<file path="src/rtl/ptw_pkg.sv">
package ptw_pkg;

   // Page geometry and entry layout (architectural, fixed)
   localparam int PG_SHIFT  = 12;
   localparam int SZ_W      = 5;
   localparam int ATTR_W    = 9;
   localparam int ENT_SHIFT = 3;

   // Attribute bit positions inside a leaf entry
   localparam int A_EXEC = 0;
   localparam int A_WR   = 1;
   localparam int A_RD   = 2;
   localparam int A_PRIV = 3;
   localparam int A_NC   = 5;
   localparam int A_CHG  = 7;
   localparam int A_REF  = 8;

   // Fault status codes
   localparam logic [31:0] FS_NOXL   = 32'h4000_0000;
   localparam logic [31:0] FS_STORE  = 32'h0200_0000;
   localparam logic [31:0] FS_PERM   = 32'h0800_0000;
   localparam logic [31:0] FS_REFCHG = 32'h0004_0000;

   typedef enum logic [2:0] {
      S_IDLE,
      S_FETCH_L1,
      S_FETCH_L2,
      S_CHECK,
      S_DONE,
      S_FAULT
   } walk_state_e;

   typedef struct packed {
      logic              valid;
      logic              leaf;
      logic [47:0]       nbase;
      logic [43:0]       rpn;
      logic [ATTR_W-1:0] attr;
      logic [SZ_W-1:0]   size;
   } pt_entry_t;

   function automatic logic [31:0] noxl_status(input logic is_store);
      return FS_NOXL | (is_store ? FS_STORE : 32'h0);
   endfunction

endpackage

</file>
<file path="src/rtl/ptw_entry_unpack.sv">
module ptw_entry_unpack
   import ptw_pkg::*;
#(
   parameter bit SWAP_BYTES = 1'b1
) (
   input  logic [63:0] raw_i,
   output pt_entry_t   ent_o
);

   logic [63:0] word;

   generate
      if (SWAP_BYTES) begin : g_swap
         for (genvar b = 0; b < 8; b++) begin : g_byte
            assign word[8*b +: 8] = raw_i[8*(7-b) +: 8];
         end
      end else begin : g_native
         assign word = raw_i;
      end
   endgenerate

   assign ent_o.valid = word[63];
   assign ent_o.leaf  = word[62];
   assign ent_o.nbase = word[55:8];
   assign ent_o.rpn   = word[55:12];
   assign ent_o.attr  = word[ATTR_W-1:0];
   assign ent_o.size  = word[SZ_W-1:0];

   logic unused_bits;
   assign unused_bits = ^{word[61:56], word[11:9]};

endmodule

</file>
<file path="src/rtl/ptw_addr_gen.sv">
module ptw_addr_gen
   import ptw_pkg::*;
#(
   parameter int EA_W    = 64,
   parameter int RA_W    = 56,
   parameter int L1_BITS = 10,
   parameter int L2_BITS = 9
) (
   input  logic [EA_W-1:0] ea_i,
   input  logic [RA_W-1:0] root_base_i,
   input  logic [RA_W-1:0] dir_base_i,
   input  logic            lvl2_i,
   output logic [RA_W-1:0] addr_o
);

   localparam int L1_LSB = PG_SHIFT + L2_BITS;
   localparam int TOP    = L1_LSB + L1_BITS;

   logic [RA_W-1:0] off_l1;
   logic [RA_W-1:0] off_l2;

   assign off_l1 = RA_W'(ea_i[L1_LSB +: L1_BITS]) << ENT_SHIFT;
   assign off_l2 = RA_W'(ea_i[PG_SHIFT +: L2_BITS]) << ENT_SHIFT;
   assign addr_o = lvl2_i ? (dir_base_i + off_l2) : (root_base_i + off_l1);

   logic unused_ea;
   assign unused_ea = ^{ea_i[EA_W-1:TOP], ea_i[PG_SHIFT-1:0]};

endmodule

</file>
<file path="src/rtl/ptw_perm_check.sv">
module ptw_perm_check
   import ptw_pkg::*;
(
   input  logic [ATTR_W-1:0] attr_i,
   input  logic              store_i,
   input  logic              priv_i,
   output logic              fault_o,
   output logic [31:0]       status_o
);

   logic perm_bad;
   logic refchg_bad;

   always_comb begin
      perm_bad   = (attr_i[A_PRIV] && !priv_i) ||
                   (store_i ? !attr_i[A_WR] : !attr_i[A_RD]);
      refchg_bad = !attr_i[A_REF] || (store_i && !attr_i[A_CHG]);
      fault_o    = perm_bad || refchg_bad;
      status_o   = (store_i ? FS_STORE : 32'h0) |
                   (perm_bad ? FS_PERM : (refchg_bad ? FS_REFCHG : 32'h0));
   end

   logic unused_attr;
   assign unused_attr = ^{attr_i[A_EXEC], attr_i[4], attr_i[A_NC], attr_i[6]};

endmodule

</file>
<file path="src/rtl/ptw_radix2.sv">
module ptw_radix2
   import ptw_pkg::*;
#(
   parameter int EA_W         = 64,
   parameter int RA_W         = 56,
   parameter int L1_BITS      = 10,
   parameter int L2_BITS      = 9,
   parameter bit SWAP_ENTRIES = 1'b1
) (
   input  logic                   clk,
   input  logic                   rst_n,
   input  logic                   req_valid,
   output logic                   req_ready,
   input  logic [EA_W-1:0]        req_ea,
   input  logic                   req_store,
   input  logic                   req_priv,
   input  logic [63:0]            root_ptr,
   output logic                   mem_rd_valid,
   input  logic                   mem_rd_ready,
   output logic [RA_W-1:0]        mem_rd_addr,
   input  logic                   mem_rsp_valid,
   input  logic [63:0]            mem_rsp_data,
   output logic                   done_valid,
   output logic [RA_W-PG_SHIFT-1:0] done_rpn,
   output logic [ATTR_W-1:0]      done_attr,
   output logic                   fault_valid,
   output logic [EA_W-1:0]        fault_addr,
   output logic [31:0]            fault_status
);

   localparam int SPAN_BITS = PG_SHIFT + L2_BITS + L1_BITS;
   localparam int RPN_W     = RA_W - PG_SHIFT;
   localparam logic [SZ_W-1:0] L1_SZ = SZ_W'(L1_BITS);
   localparam logic [SZ_W-1:0] L2_SZ = SZ_W'(L2_BITS);

   // Elaboration-time parameter checks
   generate
      if (RA_W > 56 || RA_W < 20) begin : g_bad_ra
         $error("RA_W must lie in 20..56");
      end
      if (L1_BITS < 1 || L1_BITS > 31 || L2_BITS < 1 || L2_BITS > 31) begin : g_bad_lvl
         $error("level index widths must lie in 1..31");
      end
      if (EA_W <= SPAN_BITS) begin : g_bad_ea
         $error("EA_W must exceed the mapped span");
      end
   endgenerate

   walk_state_e         state_q;
   logic [EA_W-1:0]     ea_q;
   logic                store_q;
   logic                priv_q;
   logic                issued_q;
   logic [RA_W-1:0]     root_base_q;
   logic [RA_W-1:0]     dir_base_q;
   logic [RPN_W-1:0]    rpn_q;
   logic [ATTR_W-1:0]   attr_q;
   logic [31:0]         sts_q;

   pt_entry_t           ent;
   logic                chk_fault;
   logic [31:0]         chk_status;
   logic                range_bad;
   logic                root_bad;
   logic                dir_ok;
   logic                leaf_ok;

   ptw_entry_unpack #(
      .SWAP_BYTES (SWAP_ENTRIES)
   ) u_unpack (
      .raw_i (mem_rsp_data),
      .ent_o (ent)
   );

   ptw_addr_gen #(
      .EA_W    (EA_W),
      .RA_W    (RA_W),
      .L1_BITS (L1_BITS),
      .L2_BITS (L2_BITS)
   ) u_addr (
      .ea_i        (ea_q),
      .root_base_i (root_base_q),
      .dir_base_i  (dir_base_q),
      .lvl2_i      (state_q == S_FETCH_L2),
      .addr_o      (mem_rd_addr)
   );

   ptw_perm_check u_perm (
      .attr_i   (attr_q),
      .store_i  (store_q),
      .priv_i   (priv_q),
      .fault_o  (chk_fault),
      .status_o (chk_status)
   );

   assign range_bad = (req_ea[EA_W-1:SPAN_BITS] != '0);
   assign root_bad  = (root_ptr[SZ_W-1:0] != L1_SZ);
   assign dir_ok    = ent.valid && !ent.leaf && (ent.size == L2_SZ);
   assign leaf_ok   = ent.valid && ent.leaf;

   always_ff @(posedge clk) begin
      if (!rst_n) begin
         state_q     <= S_IDLE;
         ea_q        <= '0;
         store_q     <= 1'b0;
         priv_q      <= 1'b0;
         issued_q    <= 1'b0;
         root_base_q <= '0;
         dir_base_q  <= '0;
         rpn_q       <= '0;
         attr_q      <= '0;
         sts_q       <= '0;
      end else begin
         unique case (state_q)
            S_IDLE: begin
               if (req_valid) begin
                  ea_q        <= req_ea;
                  store_q     <= req_store;
                  priv_q      <= req_priv;
                  issued_q    <= 1'b0;
                  root_base_q <= {root_ptr[RA_W-1:8], 8'h00};
                  if (range_bad || root_bad) begin
                     sts_q   <= noxl_status(req_store);
                     state_q <= S_FAULT;
                  end else begin
                     state_q <= S_FETCH_L1;
                  end
               end
            end
            S_FETCH_L1, S_FETCH_L2: begin
               if (!issued_q) begin
                  if (mem_rd_ready) begin
                     issued_q <= 1'b1;
                  end
               end else if (mem_rsp_valid) begin
                  issued_q <= 1'b0;
                  if (state_q == S_FETCH_L1) begin
                     if (dir_ok) begin
                        dir_base_q <= {ent.nbase[RA_W-9:0], 8'h00};
                        state_q    <= S_FETCH_L2;
                     end else begin
                        sts_q   <= noxl_status(store_q);
                        state_q <= S_FAULT;
                     end
                  end else begin
                     if (leaf_ok) begin
                        rpn_q   <= ent.rpn[RPN_W-1:0];
                        attr_q  <= ent.attr;
                        state_q <= S_CHECK;
                     end else begin
                        sts_q   <= noxl_status(store_q);
                        state_q <= S_FAULT;
                     end
                  end
               end
            end
            S_CHECK: begin
               if (chk_fault) begin
                  sts_q   <= chk_status;
                  state_q <= S_FAULT;
               end else begin
                  state_q <= S_DONE;
               end
            end
            default: state_q <= S_IDLE;
         endcase
      end
   end

   logic unused_root;
   assign unused_root = ^{root_ptr[63:RA_W], root_ptr[7:SZ_W]};

   assign req_ready    = (state_q == S_IDLE);
   assign mem_rd_valid = ((state_q == S_FETCH_L1) || (state_q == S_FETCH_L2)) && !issued_q;
   assign done_valid   = (state_q == S_DONE);
   assign fault_valid  = (state_q == S_FAULT);
   assign done_rpn     = rpn_q;
   assign done_attr    = attr_q;
   assign fault_addr   = ea_q;
   assign fault_status = sts_q;

endmodule

</file>
<file path="config.mk">
export PLATFORM = sky130hd
export DESIGN_NAME = ptw_radix2
export DESIGN_NICKNAME = d
export VERILOG_FILES = /design/src/rtl/ptw_pkg.sv /design/src/rtl/ptw_entry_unpack.sv /design/src/rtl/ptw_addr_gen.sv /design/src/rtl/ptw_perm_check.sv /design/src/rtl/ptw_radix2.sv
export SDC_FILE = /design/constraint.sdc
export NUM_CORES = 1
export LEC_CHECK = 0
export BUFFER_PORTS_ARGS = -buffer_cell sky130_fd_sc_hd__buf_2
export CAP_MARGIN = 10
export CORE_AREA = 2 2 159 161
export DETAILED_ROUTE_END_ITERATION = 8
export DIE_AREA = 0 0 161 163
export GPL_TIMING_DRIVEN = 1
export HOLD_SLACK_MARGIN = 0.08
export PLACE_DENSITY = 0.72
export SLEW_MARGIN = 20
export SYNTH_ARGS = -nofsm -noshare
export SYNTH_HDL_FRONTEND = slang
export SYNTH_SLANG_ARGS = --single-unit
</file>
<file path="constraint.sdc">
create_clock -name clk -period 3.7 [get_ports clk]
set_input_delay 0.74 -clock clk [delete_from_list [all_inputs] [get_ports clk]]
set_output_delay 0.74 -clock clk [all_outputs]
set_load 0.01 [all_outputs]
</file>
==> results.md <==
- Status: finished clean
- Worst EP required: 2.96 ns
- Wirelength per Cell: 16.6 um
- R2r worst-path depth: 5
- Pre-CTS setup slack: 0.330 ns
- Max stage delay on crit path: 0.40 ns
- Post-route cell area: 14500 um^2
- Layout fillers: 2318
- DR pass1 iterations: 5
- Die outline height: 163 um
- Slew @ Worst Pin: 0.964 ns
- Slew Limit Fails: 0
- RePlAce Congestion: 0.889
- Main area contributors after synthesis: dfxtp_1 39%, nand2_1 16%, a21boi_0 13%, xnor2_1 3.9%, xor2_1 2.8%
- Syn avg cell area: 7.89 um^2
- Starting DRC count in detailed routing: 534
- Synth Register Bits: 223
- Nets: 1995
- H-tree lvl count: 1
- Final count of negative-setup-slack endpoints: 0
- Crit path to: mem_rd_addr[52]
- Slew HR: 0.358
- Largest net degree at the start of global routing: 100
- Critical Path Source Type: flop
- Share of cells above drive strength 1: 0.265
- Sequential area share after synthesis: 0.386
- DRC errors left: 0
- DR vias: 11100
- CTS Hold Bufs: 0
- Clock buffer depth: 3
- Initial antenna violation count: 9
- Area after DPL: 13500 um^2
- Period minus WS final: 3.61 ns
- Capturing point of the worst reg2reg path: dir_base_q[13]
- Clk_skew: 0.00787 ns
- IO Count: 408
- Layout area overhead: 25.8%
- Synth area leader: dfxtp_1
- Clk pin slew, worst setup/hold paths: 0.06 ns
- TritonCTS clock tree: yes
- Drt via density: 5.20
- Most common cell in the netlist: nand2_1
- Initial core utilization: 0.468
- Distinct cells, synth: 58
- Commonest register cell after synthesis: dfxtp_1
- Slowest cell on crit path: ha_2
- Vias in the first global route: 10500
- Total track usage: 0.258
- Worst-skew pair later-pin latency: 0.53 ns
- Power Dens Cells: 401 nW/um^2
- Die Wd: 161 um
- Cell Chain, Critical Path: ha_2 -> a211oi_4 -> or3_4 -> nor4bb_2 -> buf_4 -> buf_12 -> nand3_1 -> xor2_1 -> mux2i_1 -> buf_2
- Most instantiated cells after synthesis: 492 x nand2_1, 223 x dfxtp_1, 195 x a21boi_0
- Full die area: 26200 um^2
- Post-Synthesis Cells: 1464
- Final period util: 0.977
- Maximum vdd drop: 0.000371 V
- Peak Freq: 0.277 GHz
- Grt total ovfl: 0
- R2R Path Start: state_q[0]
- Synth warn: 0
- Remaining antenna violation count after routing: 0
- Max Cap Violations: 0
- Root buffer cell: clkbuf_16
- Flop2flop setup slack: 1.19 ns
- Crit Path Class: reg -> out
- Core box area: 24700 um^2
- Total Wirelength: 35.5 mm
- Leak: 0.00604 uW
- CP startpoint: fault_addr[19]
- Ys async rst share: 0
- Hold Vio Cnt, Final: 0
- Clk sink count: 223
- DPL Wire Length: 26.0 mm
- First-pass GRT wire length: 54.6 mm
- PortBufs: 359
- CTS buffer count: 25
- Post-synth EDFFs: 0
- Worst-path maximum fanout: 6
- Crit. End Element: primary output
- Top cell type's share of synthesized area: 0.386
- Cell area after synthesis: 11600 um^2
- Hold Crit Class: in -> reg
- Row cnt: 58
- Worst endpoint data arrival time: 2.87 ns
- Worst setup margin: 0.0856 ns
power breakdown:
| group | internal, uW | switching (uW) | leakage (uW) |
|---|---|---|---|
| sequential | 2500 | 94.3 | 0.00181 |
| clock | 1500 | 1010 | 0.000427 |
| combinational | 297 | 419 | 0.00380 |
critical path: cells and delay by family (launching register included):
family	cells	cell delay (ns)
AOI/OAI and AO/OA	1	0.09
xor gates and xnor gates	1	0.16
and+or+nand+nor	3	0.70
muxes	1	0.18
buffers and inverters	3	0.49
adders and majority gates	1	0.40
DFF	1	0.33
metal layers:
layer  vias up  wire [um]  track usage
met3        69       2390       0.0609
met1      5167      14800        0.317
met4         8       1040       0.0832
li1       5486          -            -
met2       379      17200        0.448
met5         -         57            0
logic make-up (layout without fill, tap and decap cells):
kind of cell | after synthesis | after routing | share of synthesized area
AOI/OAI and AO/OA | 277 | 277 | 0.173
DFF | 223 | 223 | 0.386
muxes | 30 | 30 | 0.0260
other | 1 | 36 | 0.000325
xor gates and xnor gates | 88 | 88 | 0.0667
and+or+nand+nor | 703 | 703 | 0.279
buffers and inverters | 131 | 440 | 0.0560
adders and majority gates | 11 | 11 | 0.0132
timing repair:
action / in CTS / in global routing
setup endpoints to repair: 21 / 22
pin swaps: 1 / 1
buffers inserted: 1 / 7
resized for setup: 8 / 11
cells in the final DEF (no fill, tap or decap), types with 3 or more instances in the layout:
cell,count
nand2_1,491
buf_2,358
dfxtp_1,221
a21boi_0,195
nor2_1,52
xnor2_1,51
xor2_1,37
nand3_1,36
conb_1,31
mux2i_1,30
nand4_1,29
clkbuf_16,25
a21boi_1,22
o21ai_0,17
a21oi_1,17
buf_4,17
inv_1,13
clkbuf_8,13
nor4_1,10
nor3_1,10
nor3_2,8
and3_1,8
and4_1,7
buf_12,7
a211oi_1,6
nor4_2,6
diode_2,5
ha_1,5
and2_1,4
nand4_4,3
nor4_4,3
or2_2,3
a21o_1,3
o22ai_1,3
nor2b_1,3
nor4bb_1,3
clkbuf_1,3
state kept, by name (all words and copies together), names as in the netlist:
signal        count
dir_base_q       48
done_attr         9
done_rpn         44
fault_addr       64
fault_status      4
issued_q          1
priv_q            1
root_base_q      48
state_q           3
store_q           1
worst min-delay path by stage:
stage                    from             end  slack, ns  depth (start not counted)
2_1_floorplan  dir_base_q[54]  dir_base_q[54]       0.44                          2
3_3_place_gp   dir_base_q[54]  dir_base_q[54]       0.44                          2
3_5_place_dp   dir_base_q[54]  dir_base_q[54]       0.45                          2
4_1_cts            req_ea[17]  fault_addr[17]       0.43                          3
5_1_grt            req_ea[16]  fault_addr[16]       0.44                          3
6_report           req_ea[17]  fault_addr[17]       0.45                          3
metrics by stage:
step / power (uW) / std cells / utilization / TNS (ns) / hold slack [ns]
after floorplan: 3040 / 1494 / - / 0 / 0.435
after global placement: 3340 / 2080 / 0.547 / 0 / 0.444
after detailed placement: 3350 / 2080 / 0.547 / 0 / 0.451
after CTS: 5880 / 2126 / 0.584 / 0 / 0.427
after global routing: 6060 / 2136 / 0.589 / -0.00440 / 0.445
final: 5820 / 2138 / 0.589 / 0 / 0.450
final cells by class:
class / instances / area [um^2] / area share
antenna: 5 / 12.5 / 0.000861
clock buffer: 41 / 816 / 0.0561
clock inverter: 4 / 38.8 / 0.00267
inverter: 13 / 48.8 / 0.00336
multi-input combinational: 1140 / 6680 / 0.460
sequential: 223 / 4470 / 0.307
tap: 330 / 413 / 0.0284
timing repair buffer: 382 / 2060 / 0.142
Power figures use the tool's default switching activity.
